`config.mk`:
```
export PLATFORM = sky130hd
export DESIGN_NAME = siv_unit
export DESIGN_NICKNAME = d
export VERILOG_FILES = /design/src/rtl/siv_pkg.sv /design/src/rtl/siv_vector_enc.sv /design/src/rtl/siv_enable_reg.sv /design/src/rtl/siv_status_reg.sv /design/src/rtl/siv_unit.sv
export SDC_FILE = /design/constraint.sdc
export NUM_CORES = 1
export LEC_CHECK = 0
export ABC_AREA = 1
export BUFFER_PORTS_ARGS = -buffer_cell sky130_fd_sc_hd__buf_2
export CAP_MARGIN = 10
export CORE_MARGIN = 3
export CORE_UTILIZATION = 35
export DETAILED_ROUTE_END_ITERATION = 6
export GPL_TIMING_DRIVEN = 0
export PLACE_DENSITY = 0.59
export SETUP_SLACK_MARGIN = 0.02
export SLEW_MARGIN = 20
export SYNTH_ARGS = -nofsm -noshare
export SYNTH_HDL_FRONTEND = slang
export SYNTH_SLANG_ARGS = --single-unit
```
`constraint.sdc`:
```
create_clock -name clk -period 2.1 [get_ports clk]
set_input_delay 0.315 -clock clk [delete_from_list [all_inputs] [get_ports clk]]
set_output_delay 0.315 -clock clk [all_outputs]
set_load 0.02 [all_outputs]
```
`src/rtl/siv_pkg.sv`:
```
package siv_pkg;

  localparam int STAT_W      = 16;
  localparam int BIT_RX_RDY  = 3;
  localparam int BIT_TX_RDY  = 4;
  localparam int BIT_BUSY    = 12;
  localparam int BIT_DMA_RX  = 15;
  localparam int BIT_DMA_TX  = 7;
  localparam logic [STAT_W-1:0] SW_ACK_MASK = 16'h0027;

  typedef enum logic [1:0] {
    SEL_ENABLE = 2'd0,
    SEL_STATUS = 2'd1,
    SEL_VECTOR = 2'd2,
    SEL_DMACFG = 2'd3
  } reg_sel_e;

endpackage

```
`src/rtl/siv_vector_enc.sv`:
```
module siv_vector_enc #(
  parameter int W  = 6,
  parameter int CW = $clog2(W + 1)
) (
  input  logic [W-1:0]  pend_i,
  output logic [W-1:0]  first_o,
  output logic [CW-1:0] code_o
);

  // lower_seen[i] is high when any bit below i is pending
  logic [W:0] lower_seen;
  assign lower_seen[0] = 1'b0;

  genvar gi;
  generate
    for (gi = 0; gi < W; gi++) begin : g_chain
      assign lower_seen[gi+1] = lower_seen[gi] | pend_i[gi];
      assign first_o[gi]      = pend_i[gi] & ~lower_seen[gi];
    end
  endgenerate

  always_comb begin
    code_o = '0;
    for (int i = 0; i < W; i++) begin
      if (first_o[i]) code_o = code_o | CW'(i + 1);
    end
  end

endmodule

```
`src/rtl/siv_enable_reg.sv`:
```
module siv_enable_reg
  import siv_pkg::*;
#(
  parameter int IE_W = 6
) (
  input  logic            clk,
  input  logic            rst_n,
  input  logic            wr_mask_i,
  input  logic            wr_dma_i,
  input  logic [15:0]     wdata_i,
  output logic [IE_W-1:0] en_q_o,
  output logic [IE_W-1:0] en_d_o,
  output logic            dma_rx_q_o,
  output logic            dma_tx_q_o,
  output logic            dma_rx_d_o,
  output logic            dma_tx_d_o
);

  logic [IE_W-1:0] en_q, en_d;
  logic            rx_q, rx_d, tx_q, tx_d;
  logic [IE_W-1:0] dma_kill;
  logic            en_ce, dma_ce;

  assign en_ce  = wr_mask_i | wr_dma_i;
  assign dma_ce = wr_dma_i;

  always_comb begin
    dma_kill = '0;
    dma_kill[BIT_RX_RDY] = wdata_i[BIT_DMA_RX];
    dma_kill[BIT_TX_RDY] = wdata_i[BIT_DMA_TX];
  end

  always_comb begin
    en_d = en_q;
    rx_d = rx_q;
    tx_d = tx_q;
    if (wr_mask_i) begin
      en_d = wdata_i[IE_W-1:0];
    end
    if (wr_dma_i) begin
      rx_d = wdata_i[BIT_DMA_RX];
      tx_d = wdata_i[BIT_DMA_TX];
      en_d = en_q & ~dma_kill;
    end
  end

  always_ff @(posedge clk or negedge rst_n) begin
    if (!rst_n) begin
      en_q <= '0;
    end else if (en_ce) begin
      en_q <= en_d;
    end
  end

  always_ff @(posedge clk or negedge rst_n) begin
    if (!rst_n) begin
      rx_q <= 1'b0;
      tx_q <= 1'b0;
    end else if (dma_ce) begin
      rx_q <= rx_d;
      tx_q <= tx_d;
    end
  end

  assign en_q_o     = en_q;
  assign en_d_o     = en_d;
  assign dma_rx_q_o = rx_q;
  assign dma_tx_q_o = tx_q;
  assign dma_rx_d_o = rx_d;
  assign dma_tx_d_o = tx_d;

endmodule

```
`src/rtl/siv_status_reg.sv`:
```
module siv_status_reg
  import siv_pkg::*;
#(
  parameter int W = 16
) (
  input  logic         clk,
  input  logic         rst_n,
  input  logic [W-1:0] set_i,
  input  logic [W-1:0] hw_clr_i,
  input  logic         sw_wr_i,
  input  logic [W-1:0] sw_val_i,
  input  logic [W-1:0] ack_i,
  output logic [W-1:0] stat_q_o,
  output logic [W-1:0] stat_d_o
);

  logic [W-1:0] stat_q, stat_d;
  logic [W-1:0] drop;
  logic         stat_ce;

  always_comb begin
    drop = hw_clr_i | ack_i;
    if (sw_wr_i) drop = drop | (sw_val_i & SW_ACK_MASK[W-1:0]);
  end

  // set pulses take priority over every clear source
  assign stat_d  = (stat_q & ~drop) | set_i;
  assign stat_ce = (|set_i) | (|drop);

  always_ff @(posedge clk or negedge rst_n) begin
    if (!rst_n) begin
      stat_q <= '0;
    end else if (stat_ce) begin
      stat_q <= stat_d;
    end
  end

  assign stat_q_o = stat_q;
  assign stat_d_o = stat_d;

endmodule

```
`src/rtl/siv_unit.sv`:
```
module siv_unit
  import siv_pkg::*;
#(
  parameter int NEW_REV = 1
) (
  input  logic        clk,
  input  logic        rst_n,
  input  logic        req_valid_i,
  input  logic        req_write_i,
  input  logic [1:0]  req_sel_i,
  input  logic [15:0] req_wdata_i,
  output logic        rd_valid_o,
  output logic [15:0] rd_data_o,
  input  logic [15:0] evt_set_i,
  input  logic [15:0] evt_clr_i,
  input  logic        bus_busy_i,
  output logic        irq_o,
  output logic        dma_rx_req_o,
  output logic        dma_tx_req_o
);

  localparam int IE_W = (NEW_REV != 0) ? 6 : 5;
  localparam int CW   = $clog2(IE_W + 1);

  // reset: asserted asynchronously, released on a clock edge
  logic [1:0] rst_pipe;
  logic       rst_s_n;

  always_ff @(posedge clk or negedge rst_n) begin
    if (!rst_n) rst_pipe <= 2'b00;
    else        rst_pipe <= {rst_pipe[0], 1'b1};
  end
  assign rst_s_n = rst_pipe[1];

  // access decode
  reg_sel_e sel;
  logic     wr_mask, wr_stat, wr_dma, rd_fire, vec_rd;

  assign sel     = reg_sel_e'(req_sel_i);
  assign rd_fire = req_valid_i & ~req_write_i;
  assign wr_mask = req_valid_i &  req_write_i & (sel == SEL_ENABLE);
  assign wr_stat = req_valid_i &  req_write_i & (sel == SEL_STATUS);
  assign wr_dma  = req_valid_i &  req_write_i & (sel == SEL_DMACFG);
  assign vec_rd  = rd_fire & (sel == SEL_VECTOR);

  // enable mask and DMA configuration
  logic [IE_W-1:0] en_q, en_d;
  logic            dma_rx_en_q, dma_tx_en_q, dma_rx_en_d, dma_tx_en_d;

  siv_enable_reg #(.IE_W(IE_W)) u_enable (
    .clk        (clk),
    .rst_n      (rst_s_n),
    .wr_mask_i  (wr_mask),
    .wr_dma_i   (wr_dma),
    .wdata_i    (req_wdata_i),
    .en_q_o     (en_q),
    .en_d_o     (en_d),
    .dma_rx_q_o (dma_rx_en_q),
    .dma_tx_q_o (dma_tx_en_q),
    .dma_rx_d_o (dma_rx_en_d),
    .dma_tx_d_o (dma_tx_en_d)
  );

  // vector encoder over the pending enabled sources
  logic [STAT_W-1:0] stat_q, stat_d;
  logic [IE_W-1:0]   pend, first;
  logic [CW-1:0]     vec_code;
  logic [STAT_W-1:0] ack;

  assign pend = stat_q[IE_W-1:0] & en_q;

  siv_vector_enc #(.W(IE_W), .CW(CW)) u_vec (
    .pend_i  (pend),
    .first_o (first),
    .code_o  (vec_code)
  );

  always_comb begin
    ack = '0;
    if (vec_rd) ack[IE_W-1:0] = first;
  end

  // status flags
  siv_status_reg #(.W(STAT_W)) u_status (
    .clk      (clk),
    .rst_n    (rst_s_n),
    .set_i    (evt_set_i),
    .hw_clr_i (evt_clr_i),
    .sw_wr_i  (wr_stat),
    .sw_val_i (req_wdata_i),
    .ack_i    (ack),
    .stat_q_o (stat_q),
    .stat_d_o (stat_d)
  );

  // read-back multiplexer
  logic [15:0] rd_mux;

  always_comb begin
    rd_mux = '0;
    unique case (sel)
      SEL_ENABLE: rd_mux[IE_W-1:0] = en_q;
      SEL_STATUS: begin
        rd_mux           = stat_q;
        rd_mux[BIT_BUSY] = stat_q[BIT_BUSY] | bus_busy_i;
      end
      SEL_VECTOR: rd_mux[CW-1:0] = vec_code;
      SEL_DMACFG: begin
        rd_mux[BIT_DMA_RX] = dma_rx_en_q;
        rd_mux[BIT_DMA_TX] = dma_tx_en_q;
      end
      default: rd_mux = '0;
    endcase
  end

  // output registers, next state computed from next register values
  logic        irq_d, drx_d, dtx_d;
  logic        irq_q, drx_q, dtx_q, rdv_q;
  logic [15:0] rdd_q;

  assign irq_d = |(stat_d[IE_W-1:0] & en_d);
  assign drx_d = dma_rx_en_d & stat_d[BIT_RX_RDY];
  assign dtx_d = dma_tx_en_d & stat_d[BIT_TX_RDY];

  always_ff @(posedge clk or negedge rst_s_n) begin
    if (!rst_s_n) begin
      irq_q <= 1'b0;
      drx_q <= 1'b0;
      dtx_q <= 1'b0;
      rdv_q <= 1'b0;
    end else begin
      irq_q <= irq_d;
      drx_q <= drx_d;
      dtx_q <= dtx_d;
      rdv_q <= rd_fire;
    end
  end

  always_ff @(posedge clk or negedge rst_s_n) begin
    if (!rst_s_n) begin
      rdd_q <= '0;
    end else if (rd_fire) begin
      rdd_q <= rd_mux;
    end
  end

  assign irq_o        = irq_q;
  assign dma_rx_req_o = drx_q;
  assign dma_tx_req_o = dtx_q;
  assign rd_valid_o   = rdv_q;
  assign rd_data_o    = rdd_q;

endmodule

```
Word-level counts from Yosys, hierarchy flattened
Cells that the tools add are included.
Cells by class
  equal/unequal tests: 3
  mux-type cells: 18
  bitwise logic cells: 35
  reduce and logical (&&, ||, !) cells: 4
Operators with widths (number)
  $or 16x6->16: 2
  $reduce_or 16->1: 2
  $and 6x6->6: 3
  $mux 6: 3
  $and 16x16->16: 1
  $mux 16: 1
  $not 16->16: 1
  $or 16x16->16: 1
  $and 1x1->1: 13
  $mux 3: 3
  $pmux 3 s3: 1
  $mux 7: 1
  $or 1x1->1: 7
  $not 1->1: 6
  $not 5->6: 1
  $pmux 3 s2: 1
  $reduce_or 6->1: 1
  $eq 2x2->1 const B: 2
  $mux 1: 4
  $mux 2: 2
  $pmux 1 s2: 2
  $eq 2x1->1 const B: 1
  $logic_not 2->1: 1
Storage, ports and cells
  flip-flop bits (word level): 46
  bits of input ports: 55
  word-level logic and storage cells: 70

Depth between registers and ports, before layout
Gate-level depths: netlist of the first run.
  word-level depth: 16
  mapped depth: 12

Hierarchy
A second synthesis of the first run with hierarchy kept.
Unflattened totals
  cell total of the unflattened synthesis: 311
  area, all modules: 2331.0 µm²
By module, submodules not included
  siv_unit: instances 1, cells each 146, area each 1118.6 µm²
  siv_status_reg: instances 1, cells each 100, area each 740.7 µm²
  siv_enable_reg: instances 1, cells each 44, area each 367.9 µm²
  siv_vector_enc: instances 1, cells each 21, area each 103.8 µm²

Worst setup path before layout of the first run
Ideal clock, no wire load.
  path type: input port to flip-flop
  start: input port req_sel_i[0]
  end: register irq_q (netlist: irq_o)
  setup time: 0.117 ns
  arrival time: 1.132 ns
  data required time: 1.983 ns
  setup slack: 0.851 ns
  stages: 10
  path buffers: 0
  cells stage by stage: nor2_2 inv_2 nor2_4 inv_2 nand2_1 nand2_2 nand2_1 nand2_1 nor2_1 nand2_1
Between the ends
  word-level cells in the longest chain between the ends: 11
  elaborated cells on any way between the ends: 19
  those cells by class: eq/ne: 3; mux: 4; bitwise: 10; reduce/logical: 2
RTL lines
  start, declared: RTL line siv_unit.sv:10  | input logic [1:0] req_sel_i,
  $eq 2x2->1: RTL line siv_unit.sv:44  | assign vec_rd = rd_fire & (sel == SEL_VECTOR);
  $and 1x1->1: RTL line siv_unit.sv:44
  $mux 6: RTL line siv_unit.sv:80  | if (vec_rd) ack[IE_W-1:0] = first;
  $or 16x6->16: RTL line siv_status_reg.sv:22  | drop = hw_clr_i | ack_i;
  $or 16x6->16: RTL line siv_status_reg.sv:23  | if (sw_wr_i) drop = drop | (sw_val_i & SW_ACK_MASK[W-1:0]);
  $mux 16: RTL line siv_status_reg.sv:23
  $not 16->16: RTL line siv_status_reg.sv:27  | assign stat_d = (stat_q & ~drop) | set_i;
  $and 16x16->16: RTL line siv_status_reg.sv:27
  $or 16x16->16: RTL line siv_status_reg.sv:27
  $and 6x6->6 (*): RTL line siv_unit.sv:121  | assign irq_d = |(stat_d[IE_W-1:0] & en_d);
  $reduce_or 6->1 (*): RTL line siv_unit.sv:121
  net irq_d: RTL line siv_unit.sv:117  | logic irq_d, drx_d, dtx_d;
  end signal, assigned: RTL line siv_unit.sv:132  | irq_q <= irq_d;
  end, declared: RTL line siv_unit.sv:118  | logic irq_q, drx_q, dtx_q, rdv_q;
Mark *: on every way through the listed nets, which the timed path passes. The rest lies on a longest branch.
A chain may end at the register's enable or synchronous reset.

Worst setup path after layout of the first run
  start: register u_status.stat_q[0] (netlist: u_status.stat_q_o[0])
  end: register irq_q (netlist: irq_o)
Between the ends
  word-level cells in the longest chain between the ends: 16
  elaborated cells on any way between the ends: 24
  those cells by class: mux: 2; bitwise: 21; reduce/logical: 1
RTL lines
  start, declared: RTL line siv_status_reg.sv:17  | logic [W-1:0] stat_q, stat_d;
  start signal, assigned: RTL line siv_status_reg.sv:34  | stat_q <= stat_d;
  $and 6x6->6: RTL line siv_unit.sv:70  | assign pend = stat_q[IE_W-1:0] & en_q;
  $or 1x1->1 (4 in series): RTL line siv_vector_enc.sv:17  | assign lower_seen[gi+1] = lower_seen[gi] | pend_i[gi];
  $not 1->1: RTL line siv_vector_enc.sv:18  | assign first_o[gi] = pend_i[gi] & ~lower_seen[gi];
  $and 1x1->1: RTL line siv_vector_enc.sv:18
  $mux 6: RTL line siv_unit.sv:80
  $or 16x6->16: RTL line siv_status_reg.sv:22
  $or 16x6->16: RTL line siv_status_reg.sv:23
  $mux 16: RTL line siv_status_reg.sv:23
  $not 16->16: RTL line siv_status_reg.sv:27
  $and 16x16->16 (*): RTL line siv_status_reg.sv:27
  $or 16x16->16 (*): RTL line siv_status_reg.sv:27
  $and 6x6->6 (*): RTL line siv_unit.sv:121
  $reduce_or 6->1 (*): RTL line siv_unit.sv:121
  net irq_d: RTL line siv_unit.sv:117
Marked as above.

==> results of run 1 <==
-- cell usage in the layout (no fill, tap or decap), types with 2 or more instances in the layout --
cell type   n
dfrtp_1    45
nand4_1     4
nor2_2      2
nor2_4      2
nand2_1    81
clkbuf_8    5
nor2_1     12
a31oi_1     2
o21bai_1   10
o21ai_0    11
inv_2       2
a21oi_1     3
a21boi_0    2
inv_1      38
o211ai_1    2
buf_2      67
nand3_2     3
nand2_2     2
nand3_1    20
-- cell type report --
class                   instances  area [um2]  area share, %
clock buffers                   5       68.82          2.652
inverters                      40       150.1          5.786
repair buffers                 68       360.3          13.89
flip-flops and latches         46        1152          44.41
clock inverters                 3       21.27         0.8197
multi-input cells             157       743.2          28.64
plain buffers                   2       8.758         0.3375
well taps                      72       90.09          3.472
-- registers in the layout (all words and copies together) (netlist names) --
signal,cells
irq_o,1
rd_data_o,16
u_enable.dma_rx_q_o,1
dma_tx_req_o,1
dma_rx_req_o,1
rd_valid_o,1
u_enable.en_q_o,6
rst_pipe,2
u_enable.dma_tx_q_o,1
u_status.stat_q_o,16
-- logic make-up after synthesis --
| kind of cell | after synthesis | share of synthesized area, % |
|---|---|---|
| buffers and inverters | 42 | 7.739 |
| AND/OR/NAND/NOR | 126 | 26.87 |
| flip-flops | 46 | 56.06 |
| AO/OA/AOI/OAI | 30 | 9.140 |
| other | 1 | 0.1826 |
-- per-layer routing --
metal	up-vias	part of all wire (%)
li1	915	-
met1	825	49
met2	42	45
met3	6	4.7
met4	0	1.6
met5	-	0
-- power breakdown --
part / internal, W / switching [W]
logic: 0.000159 / 0.000264
clock network: 0.000234 / 0.000310
registers: 0.000988 / 0.0000627
total: 0.00138 / 0.000637
-- worst max-delay path by stage --
stage,from,endpoint,slack (ps),cells after the start
CTS,u_status.stat_q_o[0]$_DFFE_PN0P_,irq_o$_DFF_PN0_,640,10
floorplan,rst_pipe[1]$_DFF_PN0_,dma_rx_req_o$_DFF_PN0_,720,0
finish,u_status.stat_q_o[0]$_DFFE_PN0P_,irq_o$_DFF_PN0_,640,10
global route,u_status.stat_q_o[0]$_DFFE_PN0P_,irq_o$_DFF_PN0_,500,10
global placement,rst_pipe[1]$_DFF_PN0_,u_status.stat_q_o[2]$_DFFE_PN0P_,160,0
detailed placement,req_write_i,irq_o$_DFF_PN0_,400,11
-- metrics by stage --
step                      power (W)  hold slack (ps)  instances  util [%]
after floorplan            0.001329            19.41        245         -
after global placement     0.001485            101.2        383     44.11
after detailed placement   0.001497            102.5        384     44.49
after CTS                  0.002049            169.6        393     46.27
after global routing       0.002159            158.2        393     46.27
final                      0.002019            178.5        393     46.27
-- worst max-delay path, delay by kind of cell, from the launching register on --
family | cells | cell delay, ps
buffers and inverters | 1 | 60
flip-flops | 1 | 400
AND/OR/NAND/NOR | 9 | 910
-- Yosys cell counts --
library cell  count
o21ai_0          11
nor2_4            2
o21bai_1         10
nor2_2            2
buf_2             1
inv_1            38
nand4_1           4
clkbuf_1          1
o211ai_1          2
a21oi_1           3
a31oi_1           2
nand3_1          20
dfrtp_1          46
a21boi_0          2
nand3_2           3
nor2_1           12
nand2_2           2
conb_1            1
inv_2             2
nand2_1          81
==> impl_metrics.yaml, run 1 <==
timing:
  post-route-period-util_pct: 69.62
  rsz0062_at_grt: "false"
  slew_violations: 0
  period_needed_ps: 1462
  fin_ws_ps: 638.1
  max_freq_ghz: 0.6840
  fin_tns_setup_ps: 0
  setup_violations: 0
  finalHoldViolations: 0
  fin_skew_ps: 3.150
global_route:
  met1_usage_pct: 21.77
  grt_pass1_wl_um: 8066
  grt_max_degree: 31
  antenna_found_initial: 0
  met3_usage_pct: 3.145
  met2_usage_pct: 24.20
  overflow: 0
  grt_usage_pct: 15.76
  busiest_layer: "met2"
  grt_pass1_vias: 1814
worst_setup_path:
  critPathCaptureType: "flop"
  crit_chain: "nand2_1 > nand3_1 > nor2_1 > nand3_1 > nand3_1 > nand2_1 > nand2_1 > nand2_1 > inv_1 > nand2_1"
  cp_slowest_stage_delay_ps: 400
  slowest_stage: "dfrtp_1"
  cp-start-kind: "flop"
  worstSetupPathType: "flop to flop"
  crit_arrival_ps: 1660
  worst_path_most_repeated_cell: "nand2_1"
  r2r_end: "irq_o$_DFF_PN0_"
  r2r_cells: 10
  critPathMaxFanout: 4
  reg2reg_slack_ps: 640
  cp.required_ps: 2300
  r2r_start: "u_status.stat_q_o[0]$_DFFE_PN0P_"
placement:
  dp_slack_ps: 395.9
  placed_area_mm2: 0.002495
  hpwl_um: 3740
  io_buffers: 66
  gp_congestion: 0.8635
min_path:
  hp-class: "flop to asynchronous set/reset pin"
clock_network:
  post_cts_resized: 0
  clk_path_buf_depth: 2
  clk_latency_ps: 300
  tritoncts: "done"
  cts_max_level: 2
  cts-hold-fix-buffers: 1
  clk_pin_slew_ps: 90
  cts_buffers: 5
  clkSinkCount: 46
  post_cts_buffers: 0
  root_buffer: "clkbuf_8"
power_and_ir_drop:
  leakage_nw: 1.470
  peakVddDrop_mv: 0.3669
  power_density_mw_per_mm2: 777.8
floorplan:
  design.die.area_mm2: 0.006821
  ios: 75
  start_util_pct: 36.61
  placementRows: 27
  core_mm2: 0.005608
  fp.dieH_um: 82.59
  die_width_um: 82.59
logic_synthesis:
  synth_cell_types: 20
  synth_top_area_cell: "dfrtp_1"
  ys_seq_area_share_pct: 56.06
  synth_fp_nets: 300
  syn_area_mm2: 0.002053
  postSynthAreaPerCell_um2: 8.380
  ys_ff_latch: 46
  syn_inst: 245
  synth.area.top_cells: "dfrtp_1 (56%), nand2_1 (15%), inv_1 (6.9%)"
  synth_top_area_share_pct: 56.06
  yosysWarnings: 0
final_layout:
  layout-area-overhead-vs-synth_pct: 26.39
  final_area_mm2: 0.002595
  layout.nets: 375
  drive_gt1_share_pct: 27.41
  num_antenna_cells: 0
  nFillCells: 612
routing:
  viasPerCell: 4.550
  drt_first_pass_iters: 4
  wl_um: 4763
  drc_errors: 0
  drtIter0Drc: 69
  vias: 1788
  ant_nets: 0
  wl_per_cell_um: 12.12
status:
  status: "finished clean"
flow_run:
  maxCapViolCount: 0
Note: power is estimated with default switching activity, not from simulation.
==> run 2: changes to the inputs <==
ABC_AREA = 0   (was 1)
clock period = 1.5 ns   (was 2.1 ns; I/O delays follow)
==> run 2 against run 1 <==
The flow now finishes with violations (negative setup slack). Final area grew 4.3%. Critical path depth fell by 4. Utilization rose by 2.3 points. Combinational power rose by 58%. Cell count shrank 13%. Global-route usage is 0.30 points higher. Maximum frequency shrank 2.7%. Non-clock buffer count is 17 higher. Via count fell by 6.4%. Count of clock-buffer cells in the layout is the same. Synthesized area decreased by 0.91%. Critical endpoint is now rd_data_o[1]$_DFFE_PN0P_. Largest cell class unchanged. Largest power group unchanged.
==> impl_metrics.yaml, run 2 <==
worst_setup_path:
  crit_arrival_ps: 1690
  critPathCaptureType: "flop"
  cp_slowest_stage_delay_ps: 430
  crit_chain: "a22oi_2 > buf_4 > o21ai_2 > a31oi_1 > nor3_1 > a221o_1"
  crit_family: "compound AO/OA/AOI/OAI gates"
  crit_buf_inv: 1
  worstSetupPathType: "flop to flop"
  cp-start-kind: "flop"
  cp.required_ps: 1690
  slowest_stage: "dfrtp_1"
  critPathMaxFanout: 4
clock_network:
  root_buffer: "clkbuf_8"
  cts_max_level: 2
  clk_pin_slew_ps: 100
  clk_path_buf_depth: 2
  clk_latency_ps: 310
  tritoncts: "done"
  cts_buffers: 5
  clkSinkCount: 46
final_layout:
  layout-area-overhead-vs-synth_pct: 33.03
  final_cells: 343
  final_area_mm2: 0.002706
  num_antenna_cells: 0
  final_cell_mix: "buf_2 (67), dfrtp_1 (44), inv_1 (17)"
  layout.nets: 325
  layout_commonest_cell: "buf_2"
  drive_gt1_share_pct: 39.48
  fin_util_pct: 48.55
floorplan:
  start_util_pct: 36.50
  placementRows: 27
  die_width_um: 82.24
  ios: 75
  fp.dieH_um: 82.24
  design.die.area_mm2: 0.006763
  core_mm2: 0.005574
logic_synthesis:
  synth_edf_count: 0
  syn_inst: 184
  syn_area_mm2: 0.002034
  synth_top_area_cell: "dfrtp_1"
  synth_top_area_share_pct: 56.58
  ys_seq_area_share_pct: 56.58
  synth_fp_nets: 239
  yosysMostFrequentCell: "dfrtp_1"
  yosysWarnings: 0
  synth_cell_types: 47
  synth_commonest_cells: "dfrtp_1 (46), inv_1 (17), nand2_1 (16)"
  postSynthAreaPerCell_um2: 11.06
  synth.area.top_cells: "dfrtp_1 (57%), a21o_1 (3.7%), a22o_1 (3.4%)"
  synth_flop_cell: "dfrtp_1"
  async_flop_share_pct: 100.0
  ys_ff_latch: 46
power_and_ir_drop:
  internal_power_w: 0.002027
  swShare_pct: 30.93
  pwr-share-clk_pct: 26.9
  total_power_w: 0.002935
  p_switching_w: 0.0009079
  power_density_mw_per_mm2: 1085
  peakVddDrop_mv: 0.4095
  seq_power_share_pct: 50.4
  leakage_nw: 1.377
  combPwrFrac_pct: 22.7
timing:
  fin_skew_ps: 14.52
  setup_violations: 2
  slew_headroom_pct: 64.27
  fin_tns_setup_ps: -5.630
  post-route-period-util_pct: 100.2
  worstMarginPinSlew_ps: 536.0
  max_freq_ghz: 0.6653
  fin_ws_ps: -3.059
  rsz0062_at_grt: "true"
  finalHoldViolations: 0
  slew_violations: 0
  period_needed_ps: 1503
flow_run:
  maxCapViolCount: 0
placement:
  gp_congestion: 0.8307
  io_buffers: 66
  hpwl_um: 3666
  dp.cells: 323
  placed_area_mm2: 0.002481
routing:
  wl_um: 4939
  ant_nets: 0
  wl_per_cell_um: 14.40
  drc_errors: 0
  drtIter0Drc: 79
  vias: 1674
  drt_first_pass_iters: 4
  viasPerCell: 4.880
status:
  violations: "negative setup slack"
  status: "finished, violations left"
global_route:
  grt_usage_pct: 16.06
  grt_pass1_wl_um: 8148
  antenna_found_initial: 0
  grt_max_degree: 33
  overflow: 0
  grt_pass1_vias: 1651
min_path:
  hp-class: "input port to flop"
run 2: area by class of cell:
type	count	area, um2
fill	541	2868
sequential	46	1154
multi-input combinational	112	820.8
timing repair buffer	79	442.9
tap	72	90.09
clock buffer	5	68.82
inverter	18	67.56
buffer	8	38.79
clock inverter	3	23.77
run 2: final timing paths:
kind | start | slack [ps] | to | cells past startpoint
max | u_enable.en_q_o[2]$_DFFE_PN0P_ | -3 | rd_data_o[1]$_DFFE_PN0P_ | 6
min | evt_set_i[6] | 80 | u_status.stat_q_o[6]$_DFFE_PN0P_ | 2
max reg2reg | u_enable.en_q_o[2]$_DFFE_PN0P_ | -3 | rd_data_o[1]$_DFFE_PN0P_ | 6
min reg2reg | rst_pipe[1]$_DFF_PN0_ | 160 | u_status.stat_q_o[8]$_DFFE_PN0P_ | 0
max in group asynchronous | rst_pipe[1]$_DFF_PN0_ | 860 | u_enable.en_q_o[3]$_DFFE_PN0P_ | 1
min in group asynchronous | rst_pipe[1]$_DFF_PN0_ | 160 | u_status.stat_q_o[8]$_DFFE_PN0P_ | 0
run 2: logic make-up after synthesis:
| kind of cell | synth area share (%) |
|---|---|
| other | 0.1843 |
| AND/OR/NAND/NOR | 11.38 |
| flip-flops | 56.58 |
| buffers and inverters | 5.227 |
| multiplexers | 5.719 |
| AO/OA/AOI/OAI | 20.91 |
run 2: power groups by stage:
stage | logic, W | registers (W) | clock network, W
floorplan | 0.000262 | 0.00158 | 0
global placement | 0.000545 | 0.00152 | 0
detailed placement | 0.000577 | 0.00150 | 0
CTS | 0.000634 | 0.00148 | 0.000817
global route | 0.000737 | 0.00150 | 0.000875
finish | 0.000667 | 0.00148 | 0.000791
run 2: layer usage:
metal  vias up  track usage, %  part of all wire [%]
met4         0           4.485                   1.1
met3         6           4.772                   5.7
met5         -               0                     0
met2        47           25.40                    49
li1        830               -                     -
met1       791           21.34                    44
run 2: repair_timing:
action,CTS,global route
cloned,0,0
hold buffers,1,0
resized for setup,5,5
buffers inserted,8,3
endpoints found under the hold margin,2,0
pin swaps,9,7
setup endpoints to repair,2,5
run 2: metrics by stage:
| step | setup slack [ps] | hold WS (ps) |
|---|---|---|
| 2_1_floorplan | 32.02 | -70.59 |
| 3_3_place_gp | -422.8 | 12.60 |
| 3_5_place_dp | -323.8 | 13.80 |
| 4_1_cts | 16.98 | 78.97 |
| 5_1_grt | -92.17 | 80.96 |
| 6_report | -3.059 | 82.80 |
